$ cat config.mk
export PLATFORM = sky130hd
export DESIGN_NAME = alu8_core
export DESIGN_NICKNAME = d
export VERILOG_FILES = /design/src/rtl/alu8_pkg.sv /design/src/rtl/alu8_addsub.sv /design/src/rtl/alu8_rotate.sv /design/src/rtl/alu8_decadj.sv /design/src/rtl/alu8_core.sv
export SDC_FILE = /design/constraint.sdc
export NUM_CORES = 1
export LEC_CHECK = 0
export BUFFER_PORTS_ARGS = -buffer_cell sky130_fd_sc_hd__buf_2
export CAP_MARGIN = 20
export CELL_PAD_IN_SITES_DETAIL_PLACEMENT = 0
export CELL_PAD_IN_SITES_GLOBAL_PLACEMENT = 1
export CORE_MARGIN = 10
export CORE_UTILIZATION = 47
export DETAILED_ROUTE_END_ITERATION = 12
export PLACE_DENSITY_LB_ADDON = 0.1
export RECOVER_POWER = 50
export SYNTH_ARGS = -nofsm -noshare
export SYNTH_HDL_FRONTEND = slang
export SYNTH_HIERARCHICAL = 1
export SYNTH_SLANG_ARGS = --single-unit
export TNS_END_PERCENT = 5
$ cat constraint.sdc
create_clock -name vclk -period 11.9
set_input_delay 2.38 -clock vclk [all_inputs]
set_output_delay 2.38 -clock vclk [all_outputs]
set_load 0.01 [all_outputs]
$ cat src/rtl/alu8_pkg.sv
`timescale 1ns/1ps
package alu8_pkg;
   typedef enum logic [3:0] {
      OP_ADD = 4'd0,
      OP_ADC = 4'd1,
      OP_SUB = 4'd2,
      OP_SBC = 4'd3,
      OP_DAA = 4'd4,
      OP_AND = 4'd5,
      OP_OR  = 4'd6,
      OP_XOR = 4'd7,
      OP_CPL = 4'd8,
      OP_RL  = 4'd9,
      OP_RR  = 4'd10,
      OP_RLC = 4'd11,
      OP_RRC = 4'd12,
      OP_INC = 4'd13,
      OP_DEC = 4'd14,
      OP_TST = 4'd15
   } alu_op_t;

   typedef struct packed {
      logic c;
      logic ac;
      logic z;
      logic ov;
   } flag_set_t;

   localparam int NIBBLE_W = 4;
endpackage

$ cat src/rtl/alu8_addsub.sv
`timescale 1ns/1ps
module alu8_addsub #(
   parameter int W     = 8,
   parameter int NIB_W = 4
) (
   input  logic [W-1:0] a,
   input  logic [W-1:0] b,
   input  logic         invert_b,
   input  logic         cin,
   output logic [W-1:0] sum,
   output logic         cout,
   output logic         half_c,
   output logic         ovf
);
   localparam int LOW_W = W - 1;

   logic [W-1:0]     b_eff;
   logic [W:0]       full;
   logic [NIB_W:0]   low_nib;
   logic [LOW_W:0]   below_top;
   logic             c_into_top;

   always_comb begin
      b_eff      = invert_b ? ~b : b;
      full       = {1'b0, a} + {1'b0, b_eff} + {{W{1'b0}}, cin};
      low_nib    = {1'b0, a[NIB_W-1:0]} + {1'b0, b_eff[NIB_W-1:0]} + {{NIB_W{1'b0}}, cin};
      below_top  = {1'b0, a[LOW_W-1:0]} + {1'b0, b_eff[LOW_W-1:0]} + {{LOW_W{1'b0}}, cin};
      c_into_top = below_top[LOW_W];
      sum        = full[W-1:0];
      cout       = full[W];
      half_c     = low_nib[NIB_W];
      ovf        = c_into_top ^ cout;
   end

   // carry mismatch must agree with the signed-operand rule
   always_comb begin
      ovf_sign_chk: assert (ovf == ((a[W-1] == b_eff[W-1]) && (sum[W-1] != a[W-1])));
   end
endmodule

$ cat src/rtl/alu8_rotate.sv
`timescale 1ns/1ps
module alu8_rotate #(
   parameter int W = 8
) (
   input  logic [W-1:0] a,
   input  logic         cin,
   input  logic         left,
   input  logic         through,
   output logic [W-1:0] res,
   output logic         cout
);
   logic fill_lo;
   logic fill_hi;

   always_comb begin
      fill_lo = through ? cin : a[W-1];
      fill_hi = through ? cin : a[0];
      if (left) begin
         res  = {a[W-2:0], fill_lo};
         cout = a[W-1];
      end else begin
         res  = {fill_hi, a[W-1:1]};
         cout = a[0];
      end
   end

   // a rotation conserves the ones in the rotated ring
   always_comb begin
      if (through) begin
         rot_ring_chk: assert ($countones({cout, res}) == $countones({cin, a}));
      end else begin
         rot_plain_chk: assert ($countones(res) == $countones(a));
      end
   end
endmodule

$ cat src/rtl/alu8_decadj.sv
`timescale 1ns/1ps
module alu8_decadj #(
   parameter int W     = 8,
   parameter int NIB_W = 4
) (
   input  logic [W-1:0] a,
   input  logic         c_in,
   input  logic         ac_in,
   output logic [W-1:0] res,
   output logic         c_out
);
   localparam logic [NIB_W-1:0] DIGIT_MAX = NIB_W'(9);
   localparam logic [W-1:0]     LOW_FIX   = W'(6);
   localparam logic [W-1:0]     HIGH_FIX  = W'(6) << NIB_W;

   logic [W-1:0] adj;
   logic [W:0]   step1;
   logic [W:0]   total;

   always_comb begin
      adj = '0;
      if (a[NIB_W-1:0] > DIGIT_MAX || ac_in) adj = LOW_FIX;
      step1 = {1'b0, a} + {1'b0, adj};
      if (step1[W-1:NIB_W] > DIGIT_MAX || c_in) adj = adj | HIGH_FIX;
      total = {1'b0, a} + {1'b0, adj};
      res   = total[W-1:0];
      c_out = total[W];
   end

   // the correction applied is one of the four legal adjustments
   always_comb begin
      daa_step_chk: assert (((res - a) == '0) || ((res - a) == LOW_FIX) ||
                            ((res - a) == HIGH_FIX) || ((res - a) == (LOW_FIX | HIGH_FIX)));
   end
endmodule

$ cat src/rtl/alu8_core.sv
`timescale 1ns/1ps
module alu8_core
   import alu8_pkg::*;
#(
   parameter int DATA_W  = 8,
   parameter bit HAS_DAA = 1'b1
) (
   input  logic [3:0]        i_op,
   input  logic [DATA_W-1:0] i_a,
   input  logic [DATA_W-1:0] i_b,
   input  logic              i_c,
   input  logic              i_ac,
   output logic [DATA_W-1:0] o_res,
   output logic              o_c,
   output logic              o_ac,
   output logic              o_z,
   output logic              o_ov,
   output logic              o_c_en,
   output logic              o_ac_en,
   output logic              o_z_en,
   output logic              o_ov_en,
   output logic              o_zero
);
   localparam logic [DATA_W-1:0] UNIT = DATA_W'(1);

   generate
      if (DATA_W % NIBBLE_W != 0 || DATA_W < 2 * NIBBLE_W) begin : g_bad_width
         $error("alu8_core: DATA_W must be a multiple of the nibble width and at least two nibbles");
      end
      if (HAS_DAA && DATA_W != 2 * NIBBLE_W) begin : g_bad_daa
         $error("alu8_core: decimal adjust needs exactly two nibbles");
      end
   endgenerate

   alu_op_t op;
   assign op = alu_op_t'(i_op);

   logic              as_inv;
   logic              as_cin;
   logic [DATA_W-1:0] as_sum;
   logic              as_cout;
   logic              as_half;
   logic              as_ovf;

   always_comb begin
      as_inv = (op == OP_SUB) || (op == OP_SBC);
      unique case (op)
         OP_ADD:  as_cin = 1'b0;
         OP_SUB:  as_cin = 1'b1;
         default: as_cin = i_c;
      endcase
   end

   alu8_addsub #(.W(DATA_W), .NIB_W(NIBBLE_W)) u_addsub (
      .a(i_a), .b(i_b), .invert_b(as_inv), .cin(as_cin),
      .sum(as_sum), .cout(as_cout), .half_c(as_half), .ovf(as_ovf)
   );

   logic              rot_left;
   logic              rot_thru;
   logic [DATA_W-1:0] rot_res;
   logic              rot_cout;

   assign rot_left = (op == OP_RL)  || (op == OP_RLC);
   assign rot_thru = (op == OP_RLC) || (op == OP_RRC);

   alu8_rotate #(.W(DATA_W)) u_rotate (
      .a(i_a), .cin(i_c), .left(rot_left), .through(rot_thru),
      .res(rot_res), .cout(rot_cout)
   );

   logic [DATA_W-1:0] daa_res;
   logic              daa_c;

   generate
      if (HAS_DAA) begin : g_daa
         alu8_decadj #(.W(DATA_W), .NIB_W(NIBBLE_W)) u_decadj (
            .a(i_a), .c_in(i_c), .ac_in(i_ac), .res(daa_res), .c_out(daa_c)
         );
      end else begin : g_no_daa
         assign daa_res = i_a;
         assign daa_c   = i_c;
      end
   endgenerate

   flag_set_t nxt;
   flag_set_t en;
   logic      res_is_zero;

   always_comb begin
      o_res = i_a;
      nxt   = '0;
      en    = '0;
      unique case (op)
         OP_ADD, OP_ADC, OP_SUB, OP_SBC: begin
            o_res  = as_sum;
            nxt.c  = as_cout;
            nxt.ac = as_half;
            nxt.ov = as_ovf;
            en     = '1;
         end
         OP_DAA: begin
            o_res = daa_res;
            nxt.c = daa_c;
            en.c  = 1'b1;
         end
         OP_AND: begin o_res = i_a & i_b; en.z = 1'b1; end
         OP_OR:  begin o_res = i_a | i_b; en.z = 1'b1; end
         OP_XOR: begin o_res = i_a ^ i_b; en.z = 1'b1; end
         OP_CPL: begin o_res = ~i_a;      en.z = 1'b1; end
         OP_RL, OP_RR: o_res = rot_res;
         OP_RLC, OP_RRC: begin
            o_res = rot_res;
            nxt.c = rot_cout;
            en.c  = 1'b1;
         end
         OP_INC: begin o_res = i_a + UNIT; en.z = 1'b1; end
         OP_DEC: begin o_res = i_a - UNIT; en.z = 1'b1; end
         default: o_res = i_a;
      endcase
      res_is_zero = (o_res == '0);
      nxt.z       = en.z & res_is_zero;
   end

   assign o_c     = nxt.c;
   assign o_ac    = nxt.ac;
   assign o_z     = nxt.z;
   assign o_ov    = nxt.ov;
   assign o_c_en  = en.c;
   assign o_ac_en = en.ac;
   assign o_z_en  = en.z;
   assign o_ov_en = en.ov;
   assign o_zero  = res_is_zero;

   // a flag that will not be written is driven low
   always_comb begin
      quiet_flag_chk: assert (((o_c & ~o_c_en) | (o_ac & ~o_ac_en) |
                               (o_z & ~o_z_en) | (o_ov & ~o_ov_en)) == 1'b0);
   end

   // an enabled Z agrees with the skip indication
   always_comb begin
      if (o_z_en) begin
         zero_flag_chk: assert (o_z == o_zero);
      end
   end

   // overflow and half carry are written together, only by arithmetic
   always_comb begin
      ovac_pair_chk: assert ((o_ov_en == o_ac_en) && (!o_ov_en || (o_c_en && o_z_en)));
   end
endmodule

==> run metrics <==
worst vdd ir 0.0236 mV; die boundary height 91.1 um; std cell rows 25; # hold bufs at CTS 0; weighted congestion reported at the end of routability-driven placement 0.924; maximum net fanout on the critical path 36; share of final-layout standard cells stronger than drive strength 1 0.164; Slew @ Worst Pin 1.44 ns; hold violation count in the final report 0; number of global-route vias before repair 2,271; Std-Cell Core Area 4820 sq um; cell leakage power 1.13 nW; synthesized-area fraction occupied by xor and xnor cells 0.0774; share of the yosys chip area belonging to registers 0; worst min path class in -> out; DPL Wire Length 5560 um; post-layout instance count excluding filler cells 414; antenna diode count 0; Yosys Warn Count 6; dominant combinational cell family by area after synthesis simple AND/OR/NAND/NOR gates; Critical Setup Path Class in -> out; Iteration-0 DRC Markers 197; crit path cell chain clkbuf_1, nor2_1, and2_0, xnor2_1, fa_1, inv_1, fa_1, nand3_1, nand2_2, a21o_2, a21oi_1, xnor2_1, o2bb2ai_1, a2111o_1, a211o_1, or4_4, nor4b_2, buf_2; clock tree buffer count of the final layout 0; vias post-DR 2,501; achievable frequency 99.5 MHz; average size of a mapped cell 7.18 sq um; wire length of the first global-routing pass 11,800 um; power density cells 47.9 nW/um^2; worst path arrival time 7.67 ns; Post-Route Utilization 0.524; count of final setup violators 0; IO Pins 39; Final Critical Period 10.05 ns; mux cell area share after synthesis 0.0953; mapped cell area 2380 sq um; share of the cycle needed by the critical path after routing 0.844; remaining number of nets flagged by the antenna check after routing 0; postcts setup bufs 0; number of max-capacitance violations reported 0; highest-count cells in the layout ignoring fill and taps 32 x buf_2, 29 x ha_1, 28 x a21oi_1, 26 x nor2_1, 24 x inv_1; Synthesized Nets 385; Worst EP required 9.52 ns; area taken by flip-flops and latches 0 sq um; antenna violations before repair 0; endpoint kind of the worst setup timing path primary output; most frequent standard cell in the layout excluding fill and tap cells buf_2; pin count of the biggest net entering global routing 41; crit path max-delay cell type clkbuf_1; Slew Limit Fails 0; total number of nets in the final design 403; Avg WL per Cell 17.8 um; number of vias per cell after detailed routing 6.04; remaining design rule violation count 0; area of the die 8300 sq um; number of placed cells counting well taps 414; signed area change from the synthesized netlist to the final layout 6.26%; run status complete, no violations; Congestion Overflow GR 0; count of unique library cells instantiated by Yosys 69; number of detailed-route iterations in the first pass 4; RSZ-0062 raised after global routing no; Largest stage delay, worst path 1.02 ns; post-cts repair resize count 0; input/output buffers 39; layout sequential cell count 0; sum of internal, switching and leakage power 121 uW; starting density of the core 0.494; final routed wirelength across all metal layers 7350 um; All-Layer GR Usage 0.164; die extent in x 91.1 um; Mapped Cells 331; Compound-Gate Fraction of Synth Area 0.271; post-route setup TNS 0 ns; normalized max-slew margin 0.0412; simple logic cell fraction of the synthesized area 0.282; crit start category input pin; adder and majority cell fraction of the synthesized area 0.186
## stage by stage
stage          hold slack (ns)  setup WS, ns  cell area [sq um]
3_5_place_dp              5.32          2.74               2530
5_1_grt                   5.36          1.53               2530
6_report                  5.32          1.85               2530
3_3_place_gp              5.32          2.80               2530
4_1_cts                   5.32          2.73               2530
2_1_floorplan             4.95          2.97               2380
## cell type report
cell class                 instances  area [sq um]
fill                             547          2290
multi-input combinational        284          2170
timing repair buffer              39           186
inverter                          24          90.1
tap                               67          83.8
## metal layers
metal	routed length [um]	track usage	up-vias
li1	-	-	1251
met1	3650	0.240	1169
met2	3300	0.263	75
met3	315	0.00658	6
met4	81	0.0170	0
met5	0	0	-
## power by group
group	switching, mW	internal, mW
registers	0	0
clock network	0	0
logic	0.0710	0.0500
## worst max-delay path, delay by kind of cell
family | cells | cell delay [ns]
XOR/XNOR | 2 | 0.41
AO/OA/AOI/OAI | 5 | 1.21
buffers and inverters | 3 | 1.23
AND/OR/NAND/NOR | 6 | 1.81
adder cells (fa/ha/maj) | 2 | 0.60
## synthesized netlist by cell type, types with 6 or more instances
master	count	area, sq um
nor2_1	26	97.6
buf_2	10	50.1
nor2b_1	8	50.1
mux2_4	6	90.1
inv_1	24	90.1
a21oi_1	28	140
and2_1	6	37.5
xnor2_1	9	78.8
nand2_1	10	37.5
xor2_1	12	105
nand2b_1	15	93.8
clkbuf_1	7	26.3
mux2i_1	8	80.1
o21ai_0	17	85.1
ha_1	29	363
nand3_1	7	35.0
## final timing paths
| path | cells past startpoint | startpoint | slack (ns) | to |
|---|---|---|---|---|
| max | 18 | i_op[3] | 1.85 | o_z |
| min | 4 | i_a[5] | 5.32 | o_res[5] |
## kinds of logic (layout without fill, tap and decap cells)
kind of cell / after synthesis / after routing
xor gates and xnor gates: 21 / 21
buffers and inverters: 47 / 63
and+or+nand+nor: 115 / 115
AOI/OAI and AO/OA: 95 / 95
adders and majority gates: 34 / 34
muxes: 19 / 19
Power figures use the tool's default switching activity.
